File: src/rtl/irqc_pkg.sv
package irqc_pkg;

   // word indices inside the register window
   localparam logic [31:0] WRD_CTRL      = 32'd0;
   localparam logic [31:0] WRD_THRESH    = 32'd1;
   localparam logic [31:0] WRD_EN_SET    = 32'd2;
   localparam logic [31:0] WRD_EN_CLR    = 32'd3;
   localparam logic [31:0] WRD_EN_HI     = 32'd4;
   localparam logic [31:0] WRD_EN_LO     = 32'd5;
   localparam logic [31:0] WRD_TYP_HI    = 32'd6;
   localparam logic [31:0] WRD_TYP_LO    = 32'd7;
   localparam int          PRIO_BASE     = 8;
   localparam logic [31:0] WRD_NVEC      = 32'd16;
   localparam logic [31:0] WRD_FVEC      = 32'd17;
   localparam logic [31:0] WRD_RAW_HI    = 32'd18;
   localparam logic [31:0] WRD_RAW_LO    = 32'd19;
   localparam logic [31:0] WRD_FRC_HI    = 32'd20;
   localparam logic [31:0] WRD_FRC_LO    = 32'd21;
   localparam logic [31:0] WRD_NPEND_HI  = 32'd22;
   localparam logic [31:0] WRD_NPEND_LO  = 32'd23;
   localparam logic [31:0] WRD_FPEND_HI  = 32'd24;
   localparam logic [31:0] WRD_FPEND_LO  = 32'd25;
   localparam logic [31:0] WRD_IDLE_VEC  = 32'd64;

   // control word layout
   localparam logic [31:0] CTRL_KEEP     = 32'h037C_0000;
   localparam int          CTRL_FLAG     = 25;
   localparam int          CTRL_FLAG_EN  = 24;

   localparam logic [31:0] IDLE_VEC_VAL  = 32'd4;
   localparam logic [31:0] NONE_VAL      = 32'hFFFF_FFFF;
   localparam int          VEC_IDX_LSB   = 16;

endpackage

File: src/rtl/irqc_regs.sv
module irqc_regs
   import irqc_pkg::*;
#(
   parameter int NUM_SRC = 64,
   parameter int DATA_W  = 32,
   parameter int PRIO_W  = 4,
   parameter int MASK_W  = 5
) (
   input  logic                             clk,
   input  logic                             rst_n,
   input  logic                             wr_en,
   input  logic [31:0]                      wr_word,
   input  logic [DATA_W-1:0]                wr_data,
   output logic [DATA_W-1:0]                ctrl_q,
   output logic [MASK_W-1:0]                thresh_q,
   output logic [NUM_SRC-1:0]               en_q,
   output logic [NUM_SRC-1:0]               typ_q,
   output logic [NUM_SRC-1:0][PRIO_W-1:0]   prio_q
);

   localparam int IDX_W      = $clog2(NUM_SRC);
   localparam int PER_WORD   = DATA_W / PRIO_W;
   localparam int PRIO_WORDS = NUM_SRC / PER_WORD;
   localparam int PRIO_TOP   = PRIO_BASE + PRIO_WORDS - 1;

   logic [DATA_W-1:0] ctrl_wv;

   always_comb begin
      ctrl_wv = wr_data & CTRL_KEEP;
      if (ctrl_q[CTRL_FLAG_EN]) begin
         ctrl_wv[CTRL_FLAG] = ctrl_q[CTRL_FLAG] & ~wr_data[CTRL_FLAG];
      end
   end

   always_ff @(posedge clk or negedge rst_n) begin
      if (!rst_n) begin
         ctrl_q   <= '0;
         thresh_q <= '1;
         en_q     <= '0;
         typ_q    <= '0;
      end else if (wr_en) begin
         case (wr_word)
            WRD_CTRL:   ctrl_q   <= ctrl_wv;
            WRD_THRESH: thresh_q <= wr_data[MASK_W-1:0];
            WRD_EN_SET: en_q[wr_data[IDX_W-1:0]] <= 1'b1;
            WRD_EN_CLR: en_q[wr_data[IDX_W-1:0]] <= 1'b0;
            WRD_EN_HI:  en_q[NUM_SRC-1:DATA_W]   <= wr_data;
            WRD_EN_LO:  en_q[DATA_W-1:0]         <= wr_data;
            WRD_TYP_HI: typ_q[NUM_SRC-1:DATA_W]  <= wr_data;
            WRD_TYP_LO: typ_q[DATA_W-1:0]        <= wr_data;
            default: ;
         endcase
      end
   end

   // priority storage: word PRIO_TOP-g holds group g, lower source in lower bits
   always_ff @(posedge clk or negedge rst_n) begin
      if (!rst_n) begin
         prio_q <= '0;
      end else if (wr_en) begin
         for (int g = 0; g < PRIO_WORDS; g++) begin
            if (wr_word == 32'(PRIO_TOP - g)) begin
               for (int s = 0; s < PER_WORD; s++) begin
                  prio_q[g*PER_WORD + s] <= wr_data[s*PRIO_W +: PRIO_W];
               end
            end
         end
      end
   end

   AST_EN_SET: assert property (@(posedge clk) disable iff (!rst_n)
      (wr_en && wr_word == WRD_EN_SET) |=> en_q[$past(wr_data[IDX_W-1:0])]);
   AST_EN_CLR: assert property (@(posedge clk) disable iff (!rst_n)
      (wr_en && wr_word == WRD_EN_CLR) |=> !en_q[$past(wr_data[IDX_W-1:0])]);
   AST_RO_NO_EN_CHANGE: assert property (@(posedge clk) disable iff (!rst_n)
      (wr_en && wr_word >= WRD_NVEC) |=> $stable(en_q) && $stable(typ_q) && $stable(thresh_q));

endmodule

File: src/rtl/irqc_pend.sv
module irqc_pend #(
   parameter int NUM_SRC = 64,
   parameter int DATA_W  = 32
) (
   input  logic                         clk,
   input  logic                         rst_n,
   input  logic [NUM_SRC-1:0]           src_lvl,
   input  logic                         frc_hi,
   input  logic                         frc_lo,
   input  logic [DATA_W-1:0]            frc_data,
   input  logic                         ack_vld,
   input  logic [$clog2(NUM_SRC)-1:0]   ack_idx,
   output logic [NUM_SRC-1:0]           pend_q
);

   logic [NUM_SRC-1:0] pend_nxt;

   always_comb begin
      pend_nxt = src_lvl;
      if (frc_hi) pend_nxt[NUM_SRC-1:DATA_W] = frc_data;
      if (frc_lo) pend_nxt[DATA_W-1:0]       = frc_data;
      if (ack_vld) pend_nxt[ack_idx]         = 1'b0;
   end

   always_ff @(posedge clk or negedge rst_n) begin
      if (!rst_n) pend_q <= '0;
      else        pend_q <= pend_nxt;
   end

   AST_ACK_CLEARS: assert property (@(posedge clk) disable iff (!rst_n)
      ack_vld |=> !pend_q[$past(ack_idx)]);
   AST_FOLLOW_SRC: assert property (@(posedge clk) disable iff (!rst_n)
      (!frc_hi && !frc_lo && !ack_vld) |=> pend_q == $past(src_lvl));
   AST_FRC_LO: assert property (@(posedge clk) disable iff (!rst_n)
      (frc_lo && !ack_vld) |=> pend_q[DATA_W-1:0] == $past(frc_data));

endmodule

File: src/rtl/irqc_pick.sv
module irqc_pick #(
   parameter int NUM_SRC = 64,
   parameter int PRIO_W  = 4,
   parameter int MASK_W  = 5,
   parameter bit THRESH  = 1'b1
) (
   input  logic [NUM_SRC-1:0]               cand,
   input  logic [NUM_SRC-1:0][PRIO_W-1:0]   prio,
   input  logic [MASK_W-1:0]                mask,
   output logic                             found,
   output logic [$clog2(NUM_SRC)-1:0]       idx,
   output logic [PRIO_W-1:0]                idx_prio,
   output logic                             req_nxt
);

   localparam int IDX_W = $clog2(NUM_SRC);

   // lowest-numbered candidate wins
   always_comb begin
      found = 1'b0;
      idx   = '0;
      for (int i = NUM_SRC - 1; i >= 0; i--) begin
         if (cand[i]) begin
            found = 1'b1;
            idx   = IDX_W'(i);
         end
      end
   end

   assign idx_prio = prio[idx];

   if (THRESH) begin : g_thresh
      logic [NUM_SRC-1:0] above;
      for (genvar i = 0; i < NUM_SRC; i++) begin : g_cmp
         assign above[i] = MASK_W'(prio[i]) > mask;
      end
      assign req_nxt = (&mask) ? (|cand) : (|(cand & above));
   end else begin : g_plain
      logic mask_unused;
      assign mask_unused = ^mask;
      assign req_nxt     = |cand;
   end

endmodule

File: src/rtl/irq_vec_ctrl.sv
module irq_vec_ctrl
   import irqc_pkg::*;
#(
   parameter int NUM_SRC = 64,
   parameter int DATA_W  = 32,
   parameter int ADDR_W  = 12,
   parameter int PRIO_W  = 4,
   parameter int MASK_W  = 5
) (
   input  logic                 clk,
   input  logic                 rst_n,
   input  logic [NUM_SRC-1:0]   src_lvl,
   input  logic                 bus_sel,
   input  logic                 bus_wr,
   input  logic [ADDR_W-1:0]    bus_addr,
   input  logic [DATA_W-1:0]    bus_wdata,
   output logic [DATA_W-1:0]    bus_rdata,
   output logic                 norm_req,
   output logic                 fast_req
);

   localparam int IDX_W      = $clog2(NUM_SRC);
   localparam int WORD_W     = ADDR_W - 2;
   localparam int PER_WORD   = DATA_W / PRIO_W;
   localparam int PRIO_WORDS = NUM_SRC / PER_WORD;
   localparam int PRIO_TOP   = PRIO_BASE + PRIO_WORDS - 1;

   if (DATA_W != 32) begin : g_chk_data
      $error("DATA_W must be 32");
   end
   if (NUM_SRC != 2 * DATA_W) begin : g_chk_src
      $error("NUM_SRC must be twice DATA_W");
   end
   if (DATA_W % PRIO_W != 0 || PRIO_TOP >= 16) begin : g_chk_prio
      $error("priority fields must pack into words 8..15");
   end
   if (MASK_W <= PRIO_W) begin : g_chk_mask
      $error("MASK_W must exceed PRIO_W");
   end
   if (ADDR_W < 10 || ADDR_W > 32) begin : g_chk_addr
      $error("ADDR_W out of range");
   end

   logic        rd_stb, wr_stb;
   logic [31:0] word;

   assign rd_stb = bus_sel & ~bus_wr;
   assign wr_stb = bus_sel &  bus_wr;
   assign word   = {{(32-WORD_W){1'b0}}, bus_addr[ADDR_W-1:2]};

   logic [DATA_W-1:0]             ctrl_q;
   logic [MASK_W-1:0]             thresh_q;
   logic [NUM_SRC-1:0]            en_q, typ_q, pend_q;
   logic [NUM_SRC-1:0][PRIO_W-1:0] prio_q;

   irqc_regs #(
      .NUM_SRC (NUM_SRC),
      .DATA_W  (DATA_W),
      .PRIO_W  (PRIO_W),
      .MASK_W  (MASK_W)
   ) i_regs (
      .clk      (clk),
      .rst_n    (rst_n),
      .wr_en    (wr_stb),
      .wr_word  (word),
      .wr_data  (bus_wdata),
      .ctrl_q   (ctrl_q),
      .thresh_q (thresh_q),
      .en_q     (en_q),
      .typ_q    (typ_q),
      .prio_q   (prio_q)
   );

   logic [NUM_SRC-1:0] n_cand, f_cand;
   assign n_cand = pend_q & en_q & ~typ_q;
   assign f_cand = pend_q & en_q &  typ_q;

   logic              n_found, f_found, n_req_nxt, f_req_nxt;
   logic [IDX_W-1:0]  n_idx, f_idx;
   logic [PRIO_W-1:0] n_prio, f_prio_unused;

   irqc_pick #(
      .NUM_SRC (NUM_SRC),
      .PRIO_W  (PRIO_W),
      .MASK_W  (MASK_W),
      .THRESH  (1'b1)
   ) i_pick_norm (
      .cand     (n_cand),
      .prio     (prio_q),
      .mask     (thresh_q),
      .found    (n_found),
      .idx      (n_idx),
      .idx_prio (n_prio),
      .req_nxt  (n_req_nxt)
   );

   irqc_pick #(
      .NUM_SRC (NUM_SRC),
      .PRIO_W  (PRIO_W),
      .MASK_W  (MASK_W),
      .THRESH  (1'b0)
   ) i_pick_fast (
      .cand     (f_cand),
      .prio     (prio_q),
      .mask     (thresh_q),
      .found    (f_found),
      .idx      (f_idx),
      .idx_prio (f_prio_unused),
      .req_nxt  (f_req_nxt)
   );

   // acknowledge on vector reads
   logic             ack_vld;
   logic [IDX_W-1:0] ack_idx;

   always_comb begin
      ack_vld = 1'b0;
      ack_idx = n_idx;
      if (rd_stb && word == WRD_NVEC && n_found) begin
         ack_vld = 1'b1;
      end else if (rd_stb && word == WRD_FVEC && f_found) begin
         ack_vld = 1'b1;
         ack_idx = f_idx;
      end
   end

   irqc_pend #(
      .NUM_SRC (NUM_SRC),
      .DATA_W  (DATA_W)
   ) i_pend (
      .clk      (clk),
      .rst_n    (rst_n),
      .src_lvl  (src_lvl),
      .frc_hi   (wr_stb && word == WRD_FRC_HI),
      .frc_lo   (wr_stb && word == WRD_FRC_LO),
      .frc_data (bus_wdata),
      .ack_vld  (ack_vld),
      .ack_idx  (ack_idx),
      .pend_q   (pend_q)
   );

   // read data selection
   logic [DATA_W-1:0] rd_val;

   always_comb begin
      rd_val = '0;
      case (word)
         WRD_CTRL:     rd_val = ctrl_q;
         WRD_THRESH:   rd_val = DATA_W'(thresh_q);
         WRD_EN_HI:    rd_val = en_q[NUM_SRC-1:DATA_W];
         WRD_EN_LO:    rd_val = en_q[DATA_W-1:0];
         WRD_TYP_HI:   rd_val = typ_q[NUM_SRC-1:DATA_W];
         WRD_TYP_LO:   rd_val = typ_q[DATA_W-1:0];
         WRD_NVEC: begin
            if (n_found) begin
               rd_val[VEC_IDX_LSB +: IDX_W] = n_idx;
               rd_val[PRIO_W-1:0]           = n_prio;
            end else begin
               rd_val = NONE_VAL;
            end
         end
         WRD_FVEC:     rd_val = f_found ? DATA_W'(f_idx) : NONE_VAL;
         WRD_RAW_HI:   rd_val = pend_q[NUM_SRC-1:DATA_W];
         WRD_RAW_LO:   rd_val = pend_q[DATA_W-1:0];
         WRD_NPEND_HI: rd_val = n_cand[NUM_SRC-1:DATA_W];
         WRD_NPEND_LO: rd_val = n_cand[DATA_W-1:0];
         WRD_FPEND_HI: rd_val = f_cand[NUM_SRC-1:DATA_W];
         WRD_FPEND_LO: rd_val = f_cand[DATA_W-1:0];
         WRD_IDLE_VEC: rd_val = IDLE_VEC_VAL;
         default: begin
            for (int g = 0; g < PRIO_WORDS; g++) begin
               if (word == 32'(PRIO_TOP - g)) begin
                  for (int s = 0; s < PER_WORD; s++) begin
                     rd_val[s*PRIO_W +: PRIO_W] = prio_q[g*PER_WORD + s];
                  end
               end
            end
         end
      endcase
   end

   always_ff @(posedge clk or negedge rst_n) begin
      if (!rst_n) begin
         bus_rdata <= '0;
         norm_req  <= 1'b0;
         fast_req  <= 1'b0;
      end else begin
         if (rd_stb) bus_rdata <= rd_val;
         norm_req <= n_req_nxt;
         fast_req <= f_req_nxt;
      end
   end

   AST_FAST_RISE: assert property (@(posedge clk) disable iff (!rst_n)
      (|f_cand) |=> fast_req);
   AST_FAST_IDLE: assert property (@(posedge clk) disable iff (!rst_n)
      !(|f_cand) |=> !fast_req);
   AST_NORM_IDLE: assert property (@(posedge clk) disable iff (!rst_n)
      !(|n_cand) |=> !norm_req);
   AST_NORM_BYPASS: assert property (@(posedge clk) disable iff (!rst_n)
      ((&thresh_q) && (|n_cand)) |=> norm_req);
   AST_RD_HOLD: assert property (@(posedge clk) disable iff (!rst_n)
      !rd_stb |=> $stable(bus_rdata));
   AST_ACK_ONE: assert property (@(posedge clk) disable iff (!rst_n)
      !rd_stb |-> !ack_vld);

endmodule

File: config.mk
export PLATFORM = sky130hd
export DESIGN_NAME = irq_vec_ctrl
export DESIGN_NICKNAME = d
export VERILOG_FILES = /design/src/rtl/irqc_pkg.sv /design/src/rtl/irqc_regs.sv /design/src/rtl/irqc_pend.sv /design/src/rtl/irqc_pick.sv /design/src/rtl/irq_vec_ctrl.sv
export SDC_FILE = /design/constraint.sdc
export NUM_CORES = 2
export LEC_CHECK = 0
export BUFFER_PORTS_ARGS = -buffer_cell sky130_fd_sc_hd__buf_4
export CAP_MARGIN = 0
export CORE_MARGIN = 2
export CORE_UTILIZATION = 64
export CTS_CLUSTER_SIZE = 25
export DETAILED_ROUTE_END_ITERATION = 8
export GPL_TIMING_DRIVEN = 0
export HOLD_SLACK_MARGIN = 0.02
export PLACE_DENSITY = 0.83
export SLEW_MARGIN = 20
export SYNTH_ARGS = -nofsm -noshare
export SYNTH_HDL_FRONTEND = slang
export SYNTH_SLANG_ARGS = --single-unit
File: constraint.sdc
create_clock -name clk -period 5.3 [get_ports clk]
set_input_delay 0.265 -clock clk [delete_from_list [all_inputs] [get_ports clk]]
set_output_delay 0.265 -clock clk [all_outputs]
set_load 0.1 [all_outputs]
==> summary.txt, run 1 <==
============================================================================================
Fraction of the yosys area taken by sequential cells                                   0.350
Top cells by area in the synthesized netlist                                    sky130_fd_sc_hd__dfrtp_1, sky130_fd_sc_hd__ha_1, sky130_fd_sc_hd__mux2_2
Most frequently used flop master after synthesis                                sky130_fd_sc_hd__dfrtp_1
Total routing resource utilization after global routing                                0.785
Pin count of the biggest net entering global routing                                     103
Post-detailed-placement half-perimeter wirelength                                  157000 um
Synthesized netlist net count                                                           4230
Area share of xor/xnor cells in the synthesized design                                     0
Clock tree root driver cell                                                     sky130_fd_sc_hd__clkbuf_16
Mux share of post-synthesis cell area                                                  0.129
Area of the mapped netlist                                                       35300 sq um
I/O Pins                                                                                 146
CTS HTree Levels                                                                           2
Final weighted congestion in routability-driven placement                               1.34
Async set-reset flop share out of synthesis                                             1.00
Synth Area in Compound Gates                                                           0.216
Proportion of netlist area held by the largest area contributor                        0.347
Synth warn                                                                                 0
Basic-gate share of the synthesized area counting and, or, nand and nor cells          0.178
Number of buffers inserted by port buffering                                             141
Average cell area after synthesis                                                 9.14 sq um
Clock net sink count                                                                     494
Combinational family with the most area after synthesis                         compound AO/OA/AOI/OAI gates
Wire length of the first global-routing pass                                       314000 um
Standard-cell rows                                                                        86
Number of instances in the synthesized netlist                                          3862
Count of different cell masters after synthesis                                           93
Stopped at                                                                           5_1_grt
Effective utilization at floorplan                                                     0.644
Number of enable-type register cells in the synthesized netlist                            0
Number of buffers created by CTS                                                          54
Post-CTS setup-driven buffer insertion count                                               0
First error line in the log                                                     [ERROR GRT-0116] Global routing finished with congestion. Check the congestion regions in the DRC Viewer.
Area share of fa/ha/maj cells after synthesis                                         0.0907
Number of buffers on the longest clock path                                                3
GRT Residual Overflow                                                                     10
Area leader, netlist                                                            sky130_fd_sc_hd__dfrtp_1
Die W                                                                                 239 um
Number of global-route vias before repair                                              41700
Flop and latch count out of synthesis                                                    494
Vertical extent of the die                                                            239 um
Status                                                                          did not finish
============================================================================================
what timing repair did:
item                                   4_1_cts
hold buffers                                87
endpoints found under the hold margin      180
setup endpoints to repair                   10
pin swaps                                    0
gates resized for setup                      1
Yosys cell counts (13+ instances only):
library cell	count
sky130_fd_sc_hd__dfrtp_1	489
sky130_fd_sc_hd__o21ai_0	376
sky130_fd_sc_hd__nand2_1	343
sky130_fd_sc_hd__mux2_2	265
sky130_fd_sc_hd__ha_1	256
sky130_fd_sc_hd__a21oi_1	219
sky130_fd_sc_hd__nor2_1	183
sky130_fd_sc_hd__clkbuf_1	168
sky130_fd_sc_hd__mux2i_1	144
sky130_fd_sc_hd__a22oi_1	140
sky130_fd_sc_hd__nand3_1	132
sky130_fd_sc_hd__nand4_1	92
sky130_fd_sc_hd__inv_1	85
sky130_fd_sc_hd__nor2b_1	80
sky130_fd_sc_hd__nand2b_1	70
sky130_fd_sc_hd__nor3_1	63
sky130_fd_sc_hd__a31oi_1	59
sky130_fd_sc_hd__a221oi_1	56
sky130_fd_sc_hd__and3b_1	48
sky130_fd_sc_hd__nand3b_1	44
sky130_fd_sc_hd__and3_1	41
sky130_fd_sc_hd__o21a_1	40
sky130_fd_sc_hd__a211oi_1	36
sky130_fd_sc_hd__buf_2	32
sky130_fd_sc_hd__o22ai_1	29
sky130_fd_sc_hd__buf_1	24
sky130_fd_sc_hd__nor4_1	24
sky130_fd_sc_hd__a22o_1	20
sky130_fd_sc_hd__o211ai_1	20
sky130_fd_sc_hd__nor3b_1	19
sky130_fd_sc_hd__a21o_1	15
sky130_fd_sc_hd__o2111ai_1	15
sky130_fd_sc_hd__a41oi_1	13
sky130_fd_sc_hd__or4_1	13
logic make-up after synthesis:
| logic type | Yosys count |
|---|---|
| and+or+nand+nor | 1198 |
| AOI/OAI and AO/OA | 1179 |
| DFF | 494 |
| muxes | 414 |
| buffers and inverters | 321 |
| adders and majority gates | 256 |
per-layer routing:
metal	track usage	overflow
met1	0.829	0
met2	0.907	4
met5	0.367	0
met4	0.704	6
met3	0.664	0
metrics by stage:
stage	hold WS [ps]	setup slack, ps	util	instance area [sq um]	cells
3_5_place_dp	251	-21.2	0.690	37800	4730
3_3_place_gp	460	-1230	0.680	37200	4707
2_1_floorplan	-30.6	1560	-	35300	3862
4_1_cts	23.0	38.3	0.740	40600	4919
==> run 2: changes to the inputs <==
--- a/config.mk
+++ b/config.mk
@@ -8,12 +8,10 @@
 export BUFFER_PORTS_ARGS = -buffer_cell sky130_fd_sc_hd__buf_4
 export CAP_MARGIN = 0
 export CORE_MARGIN = 2
-export CORE_UTILIZATION = 64
-export CTS_CLUSTER_SIZE = 25
+export CORE_UTILIZATION = 40
 export DETAILED_ROUTE_END_ITERATION = 8
 export GPL_TIMING_DRIVEN = 0
-export HOLD_SLACK_MARGIN = 0.02
-export PLACE_DENSITY = 0.83
+export PLACE_DENSITY_LB_ADDON = 0.15
 export SLEW_MARGIN = 20
 export SYNTH_ARGS = -nofsm -noshare
 export SYNTH_HDL_FRONTEND = slang
==> run 2 against run 1 <==
  * The flow now finishes, with violations (setup timing)
  * Synthesized cell count unchanged
  * Area after synthesis unchanged
==> summary.txt, run 2 <==
============================================================================================
Status                                                                          complete, but fails checks
Violations in the final reports                                                 setup timing
Number of flip-flops under the largest register name                                     256
Number of buffers inserted by port buffering                                             141
Synth Area in Compound Gates                                                           0.216
Die W                                                                                 301 um
Kind of critical path                                                           flip-flop to flip-flop
Top cells by area in the synthesized netlist                                    sky130_fd_sc_hd__dfrtp_1, sky130_fd_sc_hd__ha_1, sky130_fd_sc_hd__mux2_2
Pin count of the biggest net entering global routing                                      90
Worst voltage drop across the vdd grid                                                292 uV
Via-per-instance ratio                                                                  7.31
Clock tree from TritonCTS                                                               done
Post-detailed-placement half-perimeter wirelength                                  194000 um
Cell Int Power                                                                       6.85 mW
Hold violation count in the final report                                                   0
Effective utilization at floorplan                                                     0.405
Most frequently used flop master after synthesis                                sky130_fd_sc_hd__dfrtp_1
Placeable core area                                                              87200 sq um
Relative contribution of sequential cells to total power                               0.411
Filler Cells Inserted                                                                   8441
Nature of the critical path endpoint                                               flip-flop
Power density over the cells                                                     229 nW/um^2
Most frequently used cell type in the post-synthesis netlist                    sky130_fd_sc_hd__dfrtp_1
Area share of fa/ha/maj cells after synthesis                                         0.0907
Flop and latch count out of synthesis                                                    494
Total wire length after detailed routing                                           248000 um
Most flops, register                                                            i_regs.prio_q
Post-route minimum period                                                            5630 ps
Most common cell after layout, fill and taps aside                              sky130_fd_sc_hd__dfrtp_1
Worst setup SP type                                                                flip-flop
I/O Pins                                                                                 146
Vertical extent of the die                                                            301 um
Number of nets still failing antenna checks after routing                                  0
CP Data Arrival Time                                                                 6200 ps
Average cell area after synthesis                                                 9.14 sq um
Area of the die                                                                  90600 sq um
Clock net sink count                                                                     494
Fin area                                                                         42000 sq um
Insertion delay to the later sink of the worst-skew pair                              720 ps
Wire length of the first global-routing pass                                       326000 um
Total chip power                                                                     9.62 mW
Number of instances in the synthesized netlist                                          3862
Proportion of netlist area held by the largest area contributor                        0.347
Number of global-route vias before repair                                              36000
Pleak                                                                                19.7 nW
Switching power total                                                                2.77 mW
Detailed-routing iteration count for the pre-antenna-repair pass                           9
Total routing resource utilization after global routing                                0.538
Mux share of post-synthesis cell area                                                  0.129
Synth warn                                                                                 0
Clock tree root driver cell                                                     sky130_fd_sc_hd__clkbuf_16
Unrepaired setup endpoints after global routing                                        false
Slew at the pin with the worst max-slew slack                                        1260 ps
Maximum frequency from static timing analysis                                      0.178 GHz
Highest routed metal layer                                                              met5
Area share of xor/xnor cells in the synthesized design                                     0
Number of enable-type register cells in the synthesized netlist                            0
Cell area after placement                                                        38800 sq um
Amount of wire on met3 after detailed routing                                       37600 um
Basic-gate share of the synthesized area counting and, or, nand and nor cells          0.178
Number of buffers created by CTS                                                          59
Vias after detailed routing                                                            39800
Maximum Capacitance Violations                                                             0
Met2 wire length                                                                    94700 um
Sequential cell area                                                             12400 sq um
Final layout net count                                                                  4564
Fraction of final layout cells sized beyond drive strength 1                           0.170
Final max-slew violation count                                                             0
Commonest cells after routing, fill and taps aside                              sky130_fd_sc_hd__dfrtp_1, sky130_fd_sc_hd__o21ai_0, sky130_fd_sc_hd__nand2_1
Standard-cell rows                                                                       108
Area of the mapped netlist                                                       35300 sq um
Top post-synthesis cells by count                                               sky130_fd_sc_hd__dfrtp_1, sky130_fd_sc_hd__o21ai_0, sky130_fd_sc_hd__nand2_1
Ratio of final minimum period to clock period                                           1.06
Setup Viol. Count Final                                                                   33
Data required time of the critical path                                              5860 ps
Count of different cell masters after synthesis                                           93
Area of the multi-input gates                                                    21800 sq um
Area leader, netlist                                                            sky130_fd_sc_hd__dfrtp_1
Share of total power in combinational logic                                            0.104
DR WL/cell                                                                           45.6 um
Area growth syn-to-layout                                                              18.9%
Async set-reset flop share out of synthesis                                             1.00
Tightest Hold Check Type                                                        primary input to flip-flop
Worst Clk Skew                                                                       41.0 ps
Final weighted congestion in routability-driven placement                               1.14
Top fanout value on the critical path                                                     10
Combinational family with the most area after synthesis                         compound AO/OA/AOI/OAI gates
Synthesized netlist net count                                                           4230
GRT Residual Overflow                                                                      0
Count of unresolved DRC violations after routing                                           0
Max transition margin                                                                  0.157
Detailed router's first-iteration violation count                                       6584
Fraction of the yosys area taken by sequential cells                                   0.350
Clock slew at reported path FFs                                                        70 ps
Proportion of total power due to net switching                                         0.288
Share of total power in the clock network                                              0.485
Antenna violations before repair                                                          40
Detailed-route wire length on metal 1                                               93000 um
Number of buffers on the longest clock path                                                3
Worst path setup slack after routing                                                 -332 ps
CTS HTree Levels                                                                           2
============================================================================================
-- run 2: cell counts after synthesis --
No cell type changed its count.
-- run 2: path summary, 6_finish.rpt --
path | from | to | slack (ps) | cells after the start
worst max-delay path | i_regs.typ_q[63] | bus_rdata[0] | -330 | 13
worst min-delay path | bus_wdata[0] | i_regs.en_q[40] | 20 | 4
worst max register to register | i_regs.typ_q[63] | bus_rdata[0] | -330 | 13
worst min register to register | i_regs.ctrl_q[25] | i_regs.ctrl_q[25] | 480 | 2
max in group asynchronous | rst_n | i_regs.typ_q[62] | 3290 | 5
min in group asynchronous | rst_n | i_regs.prio_q[123] | 100 | 2
-- run 2: kinds of logic after synthesis --
kind of cell               count (synthesis)
AOI/OAI and AO/OA                       1179
adders and majority gates                256
buffers and inverters                    321
DFF                                      494
muxes                                    414
and+or+nand+nor                         1198
-- run 2: layout make-up --
class	instances	area share
sequential	494	0.295
buffer	235	0.0244
tap	1155	0.0344
timing repair buffer	274	0.0653
multi-input combinational	3047	0.519
antenna	40	0.00238
clock buffer	74	0.0389
clock inverter	37	0.0123
inverter	85	0.00805
-- run 2: through the flow --
step                      TNS, ps  utilization  setup slack [ps]  cells  hold slack (ps)
after floorplan                 0            -              1560   3862            -30.6
final                       -4380        0.482              -332   5441             24.4
after global placement    -846430        0.434             -1790   5158              461
after CTS                  -0.540        0.480            -0.540   5397             16.5
after detailed placement   -22860        0.445              -868   5198              263
after global routing            0        0.481              20.1   5411             18.7
-- run 2: power groups by stage --
stage,combinational [mW],clock (mW),sequential (mW)
floorplan,0.249,0,4.07
global placement,0.836,0,4.01
detailed placement,0.899,0,4.01
CTS,0.953,4.63,3.94
global route,1.02,4.78,3.95
finish,1.00,4.66,3.95
-- run 2: critical path, cell delays in order, from the launching register on --
cell and delay, ps:
sky130_fd_sc_hd__dfrtp_1 500, sky130_fd_sc_hd__nand3b_1 440, sky130_fd_sc_hd__a211oi_1 410, sky130_fd_sc_hd__nor4_1 90, sky130_fd_sc_hd__o21ai_0 770, sky130_fd_sc_hd__a311oi_4 470, sky130_fd_sc_hd__nor2_4 270, sky130_fd_sc_hd__buf_2 470
sky130_fd_sc_hd__buf_2 560, sky130_fd_sc_hd__nor2_1 90, sky130_fd_sc_hd__a211oi_1 600, sky130_fd_sc_hd__o211ai_1 180, sky130_fd_sc_hd__a31oi_1 410, sky130_fd_sc_hd__o21ai_1 200
-- run 2: timing repair --
action,CTS,global route
resized for setup,11,4
pin swaps,1,0
endpoints found under the setup margin,58,39
setup buffers,1,2
endpoints found under the hold margin,188,0
hold buffers,88,0
-- run 2: per-layer routing --
| layer | global-route usage | up-vias |
|---|---|---|
| met5 | 0.0122 | - |
| met4 | 0.403 | 18 |
| met3 | 0.244 | 899 |
| met2 | 0.714 | 3573 |
| met1 | 0.675 | 19800 |
| li1 | - | 15400 |
Note: power is estimated with default switching activity, not from simulation.
